## src/rtl/rsw_pkg.sv

```systemverilog
// Package: shared constants and types for the random/byte-swap peripheral.
// Assumes a 32-bit data path; word offsets are bus_addr[ADDR_W-1:2].
package rsw_pkg;
    localparam int DATA_W  = 32;
    localparam int CTRL_W  = 6;
    localparam int IDX_W   = 4;

    // Word indices of the mapped registers (byte offset / 4)
    localparam logic [IDX_W-1:0] IDX_RAND  = 4'd0;
    localparam logic [IDX_W-1:0] IDX_CTRL  = 4'd1;
    localparam logic [IDX_W-1:0] IDX_WLO   = 4'd2;
    localparam logic [IDX_W-1:0] IDX_WHI   = 4'd3;
    localparam logic [IDX_W-1:0] IDX_RLO   = 4'd4;
    localparam logic [IDX_W-1:0] IDX_RHI   = 4'd5;
    localparam logic [IDX_W-1:0] IDX_META  = 4'd6;
    localparam logic [IDX_W-1:0] IDX_NOISE = 4'd7;

    localparam logic [DATA_W-1:0] SEED_FALLBACK = 32'h5EED_0001;
    localparam logic [DATA_W-1:0] TAP_MASK      = 32'h8020_0003;

    // Control fields; first member is the MSB (bit 5)
    typedef struct packed {
        logic spare;
        logic meta_en;
        logic noise_en;
        logic meta_fast;
        logic swap64;
        logic step_on_read;
    } ctrl_t;
endpackage

```

## src/rtl/rsw_lfsr.sv

```systemverilog
// Module: Galois LFSR with a seed load.
// Assumes: load has priority over step; a zero load value is replaced
// by FALLBACK so the state never becomes all zeros.
module rsw_lfsr #(
    parameter int              W        = 32,
    parameter logic [W-1:0]    MASK     = 32'h8020_0003,
    parameter logic [W-1:0]    FALLBACK = 32'h5EED_0001
) (
    input  logic         clk,
    input  logic         rst_n,
    input  logic         load,
    input  logic [W-1:0] load_val,
    input  logic         step,
    output logic [W-1:0] state
);
    logic [W-1:0] state_q;
    logic [W-1:0] stepped;
    logic [W-1:0] seed_eff;

    // Purpose: next value after one Galois shift
    always_comb begin
        stepped = (state_q >> 1) ^ (state_q[0] ? MASK : '0);
    end

    // Purpose: substitute the fallback constant for a zero seed
    always_comb begin
        seed_eff = (load_val == '0) ? FALLBACK : load_val;
    end

    // Purpose: state register with load-over-step priority
    always_ff @(posedge clk) begin
        if (!rst_n)
            state_q <= FALLBACK;
        else if (load)
            state_q <= seed_eff;
        else if (step)
            state_q <= stepped;
    end

    assign state = state_q;
endmodule

```

## src/rtl/rsw_swap.sv

```systemverilog
// Module: byte-order reverser over a two-word buffer.
// Assumes W is a multiple of 8. rd_hi is always the lower word reversed;
// rd_lo is the lower word reversed, or the upper word reversed when swap64.
module rsw_swap #(
    parameter int W = 32
) (
    input  logic [W-1:0] wr_lo,
    input  logic [W-1:0] wr_hi,
    input  logic         swap64,
    output logic [W-1:0] rd_lo,
    output logic [W-1:0] rd_hi
);
    localparam int NB = W / 8;

    logic [W-1:0] rev_lo;
    logic [W-1:0] rev_hi;

    // Purpose: reverse byte lanes of each buffer word
    for (genvar b = 0; b < NB; b++) begin : g_lane
        assign rev_lo[8*b +: 8] = wr_lo[8*(NB-1-b) +: 8];
        assign rev_hi[8*b +: 8] = wr_hi[8*(NB-1-b) +: 8];
    end

    // Purpose: choose single-word or paired reversal for the lower read word
    always_comb begin
        rd_lo = swap64 ? rev_hi : rev_lo;
        rd_hi = rev_lo;
    end
endmodule

```

## src/rtl/rsw_regs.sv

```systemverilog
// Module: address decode, writable registers and read multiplexer.
// Assumes one-cycle strobes; reads are combinational and return zero
// when bus_rd is low or the offset is unmapped.
module rsw_regs
    import rsw_pkg::*;
#(
    parameter int ADDR_W = 6
) (
    input  logic              clk,
    input  logic              rst_n,
    input  logic              bus_wr,
    input  logic              bus_rd,
    input  logic [ADDR_W-1:0] bus_addr,
    input  logic [DATA_W-1:0] bus_wdata,
    output logic [DATA_W-1:0] bus_rdata,
    input  logic [DATA_W-1:0] lfsr_state,
    input  logic [DATA_W-1:0] swap_lo,
    input  logic [DATA_W-1:0] swap_hi,
    input  logic [DATA_W-1:0] meta_val,
    input  logic [DATA_W-1:0] noise_val,
    output ctrl_t             ctrl,
    output logic [DATA_W-1:0] wbuf_lo,
    output logic [DATA_W-1:0] wbuf_hi,
    output logic              seed_load,
    output logic              rand_read
);
    localparam int WIDX_W = ADDR_W - 2;

    logic [WIDX_W-1:0] widx;
    ctrl_t             ctrl_q;
    logic [DATA_W-1:0] wlo_q;
    logic [DATA_W-1:0] whi_q;

    assign widx = bus_addr[ADDR_W-1:2];

    // Purpose: strobes toward the generator
    always_comb begin
        seed_load = bus_wr && (widx == WIDX_W'(IDX_RAND));
        rand_read = bus_rd && (widx == WIDX_W'(IDX_RAND));
    end

    // Purpose: control and write-buffer registers
    always_ff @(posedge clk) begin
        if (!rst_n) begin
            ctrl_q <= '0;
            wlo_q  <= '0;
            whi_q  <= '0;
        end else if (bus_wr) begin
            if (widx == WIDX_W'(IDX_CTRL)) ctrl_q <= ctrl_t'(bus_wdata[CTRL_W-1:0]);
            if (widx == WIDX_W'(IDX_WLO))  wlo_q  <= bus_wdata;
            if (widx == WIDX_W'(IDX_WHI))  whi_q  <= bus_wdata;
        end
    end

    // Purpose: read multiplexer
    always_comb begin
        bus_rdata = '0;
        if (bus_rd) begin
            case (widx)
                WIDX_W'(IDX_RAND):  bus_rdata = lfsr_state;
                WIDX_W'(IDX_CTRL):  bus_rdata = DATA_W'(ctrl_q);
                WIDX_W'(IDX_WLO):   bus_rdata = wlo_q;
                WIDX_W'(IDX_WHI):   bus_rdata = whi_q;
                WIDX_W'(IDX_RLO):   bus_rdata = swap_lo;
                WIDX_W'(IDX_RHI):   bus_rdata = swap_hi;
                WIDX_W'(IDX_META):  bus_rdata = meta_val;
                WIDX_W'(IDX_NOISE): bus_rdata = noise_val;
                default:            bus_rdata = '0;
            endcase
        end
    end

    assign ctrl    = ctrl_q;
    assign wbuf_lo = wlo_q;
    assign wbuf_hi = whi_q;
endmodule

```

## src/rtl/rng_swap_periph.sv

```systemverilog
// Module: top of the random generator / byte-swap peripheral.
// Assumes a single clock, synchronous active-low reset, combinational reads.
module rng_swap_periph
    import rsw_pkg::*;
#(
    parameter int ADDR_W = 6
) (
    input  logic              clk,
    input  logic              rst_n,
    input  logic              bus_wr,
    input  logic              bus_rd,
    input  logic [ADDR_W-1:0] bus_addr,
    input  logic [31:0]       bus_wdata,
    output logic [31:0]       bus_rdata,
    input  logic [31:0]       meta_val_i,
    input  logic [31:0]       noise_val_i,
    output logic              meta_fast_o,
    output logic              noise_en_o,
    output logic              meta_en_o
);
    ctrl_t             ctrl;
    logic [DATA_W-1:0] lfsr_state;
    logic [DATA_W-1:0] wbuf_lo;
    logic [DATA_W-1:0] wbuf_hi;
    logic [DATA_W-1:0] swap_lo;
    logic [DATA_W-1:0] swap_hi;
    logic              seed_load;
    logic              rand_read;
    logic              lfsr_step;
    logic              mode_read_step;

    assign mode_read_step = ctrl.step_on_read;

    // Purpose: step every clock, or only on a read of the generator word
    always_comb begin
        lfsr_step = mode_read_step ? rand_read : 1'b1;
    end

    rsw_regs #(.ADDR_W(ADDR_W)) u_regs (
        .clk        (clk),
        .rst_n      (rst_n),
        .bus_wr     (bus_wr),
        .bus_rd     (bus_rd),
        .bus_addr   (bus_addr),
        .bus_wdata  (bus_wdata),
        .bus_rdata  (bus_rdata),
        .lfsr_state (lfsr_state),
        .swap_lo    (swap_lo),
        .swap_hi    (swap_hi),
        .meta_val   (meta_val_i),
        .noise_val  (noise_val_i),
        .ctrl       (ctrl),
        .wbuf_lo    (wbuf_lo),
        .wbuf_hi    (wbuf_hi),
        .seed_load  (seed_load),
        .rand_read  (rand_read)
    );

    rsw_lfsr #(
        .W        (DATA_W),
        .MASK     (TAP_MASK),
        .FALLBACK (SEED_FALLBACK)
    ) u_lfsr (
        .clk      (clk),
        .rst_n    (rst_n),
        .load     (seed_load),
        .load_val (bus_wdata),
        .step     (lfsr_step),
        .state    (lfsr_state)
    );

    rsw_swap #(.W(DATA_W)) u_swap (
        .wr_lo  (wbuf_lo),
        .wr_hi  (wbuf_hi),
        .swap64 (ctrl.swap64),
        .rd_lo  (swap_lo),
        .rd_hi  (swap_hi)
    );

    // Purpose: source controls straight from the control register
    always_comb begin
        meta_fast_o = ctrl.meta_fast;
        noise_en_o  = ctrl.noise_en;
        meta_en_o   = ctrl.meta_en;
    end
endmodule

```

## config.mk

```make
export PLATFORM = sky130hd
export DESIGN_NAME = rng_swap_periph
export DESIGN_NICKNAME = d
export VERILOG_FILES = /design/src/rtl/rsw_pkg.sv /design/src/rtl/rsw_lfsr.sv /design/src/rtl/rsw_swap.sv /design/src/rtl/rsw_regs.sv /design/src/rtl/rng_swap_periph.sv
export SDC_FILE = /design/constraint.sdc
export NUM_CORES = 1
export LEC_CHECK = 0
export BUFFER_PORTS_ARGS = -buffer_cell sky130_fd_sc_hd__buf_2
export CORE_ASPECT_RATIO = 1.5
export CORE_MARGIN = 3
export CORE_UTILIZATION = 30
export DETAILED_ROUTE_END_ITERATION = 7
export REMOVE_ABC_BUFFERS = 1
export SKIP_LAST_GASP = 1
export SYNTH_ARGS = -nofsm -noshare
export SYNTH_HDL_FRONTEND = slang
export SYNTH_SLANG_ARGS = --single-unit
```

## constraint.sdc

```tcl
create_clock -name clk -period 2.2 [get_ports clk]
set_input_delay 0.55 -clock clk [delete_from_list [all_inputs] [get_ports clk]]
set_output_delay 0.55 -clock clk [all_outputs]
set_load 0.02 [all_outputs]
```

# Word-level counts from Yosys, hierarchy flattened

Cells that the tools add are included.
W data, S select, Z words.

Output and inout port bits: 35
Register bits after elaboration: 102

Mux-type cells: 8
Bitwise gates (word level): 1
Reduce and logical (&&, ||, !) cells: 8
Equal/unequal tests: 7

Operator list:

| cell                 | count |
|---|---|
| $pmux W32 S8         | 1 |
| $mux W32             | 6 |
| $logic_not A32 Y1    | 1 |
| $xor A31 B32 Y32     | 1 |
| $eq A4 B3 Y1 const B | 4 |
| $eq A4 B2 Y1 const B | 2 |
| $reduce_and A2 Y1    | 3 |
| $eq A4 B1 Y1 const B | 1 |
| $logic_not A4 Y1     | 1 |
| $logic_and A1 B1 Y1  | 2 |
| $reduce_bool A2 Y1   | 1 |
| $mux W1              | 1 |

# Logic depth before layout (Yosys ltp)

Depth after elaboration: 5
Mapped depth: 8
Depth with buffers taken out: 5

# Modules after synthesis

Synthesis repeated with hierarchy kept, for this count alone.

Cells, all modules: 855
Area total of the unflattened synthesis: 7,554.7 sq um

Modules (own cells, without submodules):

| module          | instances | cells an instance | area an instance (sq um) |
|---|---|---|---|
| rsw_regs        | 1         | 580               | 5,079.9 |
| rsw_lfsr        | 1         | 206               | 1,684.1 |
| rsw_swap        | 1         | 68                | 784.5 |
| rng_swap_periph | 1         | 1                 | 6.3 |

# Worst setup path before layout

No wires, ideal clock.

Path type: in2out
From: in bus_addr[2]
To: out bus_rdata[17]
Arrival time: 2.043 ns
Buffers on the path: 2
Path slack: -0.393 ns
Cell stages on the path: 6
Required time: 1.650 ns
Cells stage by stage: buf_2 buf_2 nor3_1 a22oi_1 or2_2 a31oi_1

Longest elaborated chain between the ends: 3
Elaborated cells on any way between the ends: 10
Those cells by class: eq/ne: 7; mux: 2; reduce/logical: 1

RTL lines:

| item                                       | line                  | text |
|---|---|---|
| start, declared                            | rng_swap_periph.sv:12 | `input logic [ADDR_W-1:0] bus_addr,` |
| $eq A4 B3 Y1, or another cell as far along | rsw_regs.sv:59        | `case (widx)` |
| $pmux W32 S8 *                             | rsw_regs.sv:59        |  |
| $mux W32 *                                 | rsw_regs.sv:58        | `if (bus_rd) begin` |
| end, declared                              | rng_swap_periph.sv:14 | `output logic [31:0] bus_rdata,` |

Every way passes the cells marked *; elsewhere a longest branch is shown, timed or not.

# Worst setup path after layout

From: in bus_addr[4]
To: out bus_rdata[9]

Same word-level chain as after synthesis.

==> results_dict.tcl <==
set metrics [dict create \
    violations "setup timing" \
    dp_hpwl_mm 20.89 \
    end_kind "primary output" \
    fmax_ghz 0.4133 \
    finalHoldViolCount 0 \
    instances_no_fill 1320 \
    path_max_fanout 6 \
    place_inst 1272 \
    synth_ff_type "dfxtp_1" \
    gp_congestion 0.9487 \
    fin_worst_skew_ns 0.006869 \
    internal_power_uw 3360 \
    cap_violations 0 \
    nFillCells 1934 \
    p_per_area_mw_per_mm2 497.1 \
    regToRegSetupSlack_ns 0.82 \
    synth_edf_count 0 \
    tightest_slew_ns 0.7019 \
    rows 63 \
    min_period_ns 2.419 \
    num_vias 7596 \
    register_area_mm2 0.002046 \
    avgSynthCellArea_um2 7.373 \
    power_switching_uw 1303 \
    drc 0 \
    fin_crit_sh_pct 110.0 \
    dieArea_mm2 0.02198 \
    path_cells "buf_12 > buf_8 > nor4bb_4 > buf_6 > a32o_2 > a221oi_2 > a21oi_1 > buf_4" \
    yosys_warnings 0 \
    wl_per_cell_um 22.08 \
    grt_usage_pct 25.38 \
    start_util_pct 30.63 \
    grt_pass1_wl_mm 42.48 \
    p_leak_uw 0.003691 \
    first_global_vias 7269 \
    routed_via_density 5.755 \
    drive_above_1_share_pct 39.53 \
    cp_slowest_stage_delay_ns 0.35 \
    numCtsBuffers 9 \
    wl_mm 29.14 \
    clock_latency_ns 0.35 \
    first_iter_violations 664 \
    yosysTopAreaCell "dfxtp_1" \
    core-area_mm2 0.01979 \
    async_flop_share_pct 0 \
    layout_commonest_cell "nand2_1" \
    fp.dieW_um 122.1 \
    cts_max_path_buffers 2 \
    critPathArrivalTime_ns 1.87 \
    ios 141 \
    ys_seq_elements 102 \
    start_kind "input pin" \
    mostFrequentLayoutCells "nand2_1 (179), buf_4 (124), a21oi_1 (109), buf_2 (108), dfxtp_1 (101)" \
    vdd_drop_max_uv 317.8 \
    required_ns 1.65 \
    nNetsFinal 1162 \
    antenna_found_initial 0 \
    slew_viol_final 0 \
    area_growth_pct 54.77 \
    htreeDepth 3 \
    fin_ws_ns -0.2194 \
    power_uw 4663 \
    yosys-top-cells-area "dfxtp_1 (34%), nand2_1 (11%), a21oi_1 (10%)" \
    clk_transition_reported_paths_ns 0.07 \
    portBuffers 138 \
    synth_cells 822 \
    netlist.area_leader.share_pct 33.69 \
    clkSinkCount 102 \
    cts_root_buffer "clkbuf_16" \
    multi_input_area_mm2 0.004244 \
    cts_tree "built" \
    yosys.cell_types.count 46 \
    grt_overflow_total 0 \
    swShare_pct 27.94 \
    grt_max_degree 43 \
    pwr-share-comb_pct 21.1 \
    chipHeight_um 180.1 \
    hp-class "input pin to register" \
    critPathBufInv 4 \
    syn_area_mm2 0.006061 \
    ant_nets 0 \
    setup_viol_count_final 32 \
    pwr-share-seq_pct 42.1 \
    ys_seq_area_share_pct 33.69 \
    crit_path_top_delay_cell "nor4bb_4" \
    drtPass1Iterations 6 \
    p_clk_share_pct 36.8 \
    max-slew-margin-rel_pct 52.77 \
    crit_type "input pin to primary output" \
    status "complete, but fails checks" \
    n_antenna_cell 0 \
    crit_family "buffers and inverters" \
    rsz0062_at_grt "yes" \
]
==> flip-flops by register name (all words and copies together), names as in the netlist <==
| name | cells |
|---|---|
| u_lfsr.state | 32 |
| u_regs.ctrl | 6 |
| u_regs.wbuf_hi | 32 |
| u_regs.wbuf_lo | 32 |
==> timing repair <==
action | 4_1_cts | 5_1_grt
hold buffers | 0 | 0
buffers inserted | 21 | 10
pin swaps | 45 | 39
gates resized for setup | 146 | 78
endpoints found under the setup margin | 33 | 37
gates cloned | 3 | 2
==> cell usage after synthesis, types with 10 or more instances <==
master	count
buf_2	20
nor2_1	76
o21ai_0	14
a221oi_1	12
clkbuf_1	46
nor2b_1	10
o22ai_1	11
a311oi_1	19
or3_1	10
a22o_1	20
dfxtp_1	102
a21oi_1	124
nand2_1	185
a22oi_1	34
mux2i_1	50
==> path summary, 6_finish.rpt <==
check                                         from                 end  depth (start not counted)
worst max-delay path                   bus_addr[4]        bus_rdata[9]                          8
worst min-delay path                 bus_wdata[17]  u_regs.wbuf_hi[17]                          3
worst max register to register      u_regs.ctrl[0]    u_lfsr.state[26]                          5
worst min register to register  u_regs.wbuf_lo[30]  u_regs.wbuf_lo[30]                          2
==> power groups by stage <==
| stage | Combinational (uW) | Sequential [uW] | Clock (uW) |
|---|---|---|---|
| global placement | 769 | 2000 | 0 |
| finish | 984 | 1960 | 1710 |
| detailed placement | 773 | 2000 | 0 |
| global route | 1040 | 1970 | 1800 |
| CTS | 910 | 1960 | 1720 |
| floorplan | 300 | 1980 | 0 |
==> worst min-delay path: cells and delay by family <==
kind            cells  cell delay, ns
buf+inv             1            0.12
simple gates        1            0.05
compound gates      1            0.05
==> logic make-up (layout without fill, tap and decap cells) <==
kind of cell           after synthesis  after routing  synth area share (%)
multiplexers                        61             61                 10.86
XOR/XNOR                             2              2                0.2891
AND/OR/NAND/NOR                    323            323                 22.52
flip-flops                         102            102                 33.69
AO/OA/AOI/OAI                      260            260                 27.37
buffers and inverters               74            312                 5.264
==> per-layer routing <==
layer  routed length, um  part of all wire [%]  track usage (%)
met5                   0                     0                0
met4                1742                   6.0            12.56
met3                2355                   8.1            2.984
met2               14230                    49            43.53
met1               10810                    37            31.01
==> per-stage QoR <==
step / cell area [um^2] / util [%] / setup WS, ns / hold slack, ns / TNS (ns)
floorplan: 5749 / - / -0.6319 / 0.4452 / -26.53
global placement: 7873 / 39.79 / -0.4955 / 0.4578 / -19.26
detailed placement: 7873 / 39.79 / -0.4955 / 0.4616 / -20.54
CTS: 8966 / 45.32 / -0.2551 / 0.4713 / -5.100
global route: 9380 / 47.41 / -0.2916 / 0.4783 / -7.006
finish: 9380 / 47.41 / -0.2194 / 0.4760 / -5.189
==> area by class of cell <==
class,instances,share of cell area [%]
Multi-Input combinational cell,646,45.24
Clock buffer,11,2.481
Timing Repair Buffer,295,26.14
Tap cell,260,3.468
Sequential cell,102,21.81
Inverter,2,0.08003
Clock inverter,4,0.7736
No activity file was read; power rests on OpenSTA's default activity.
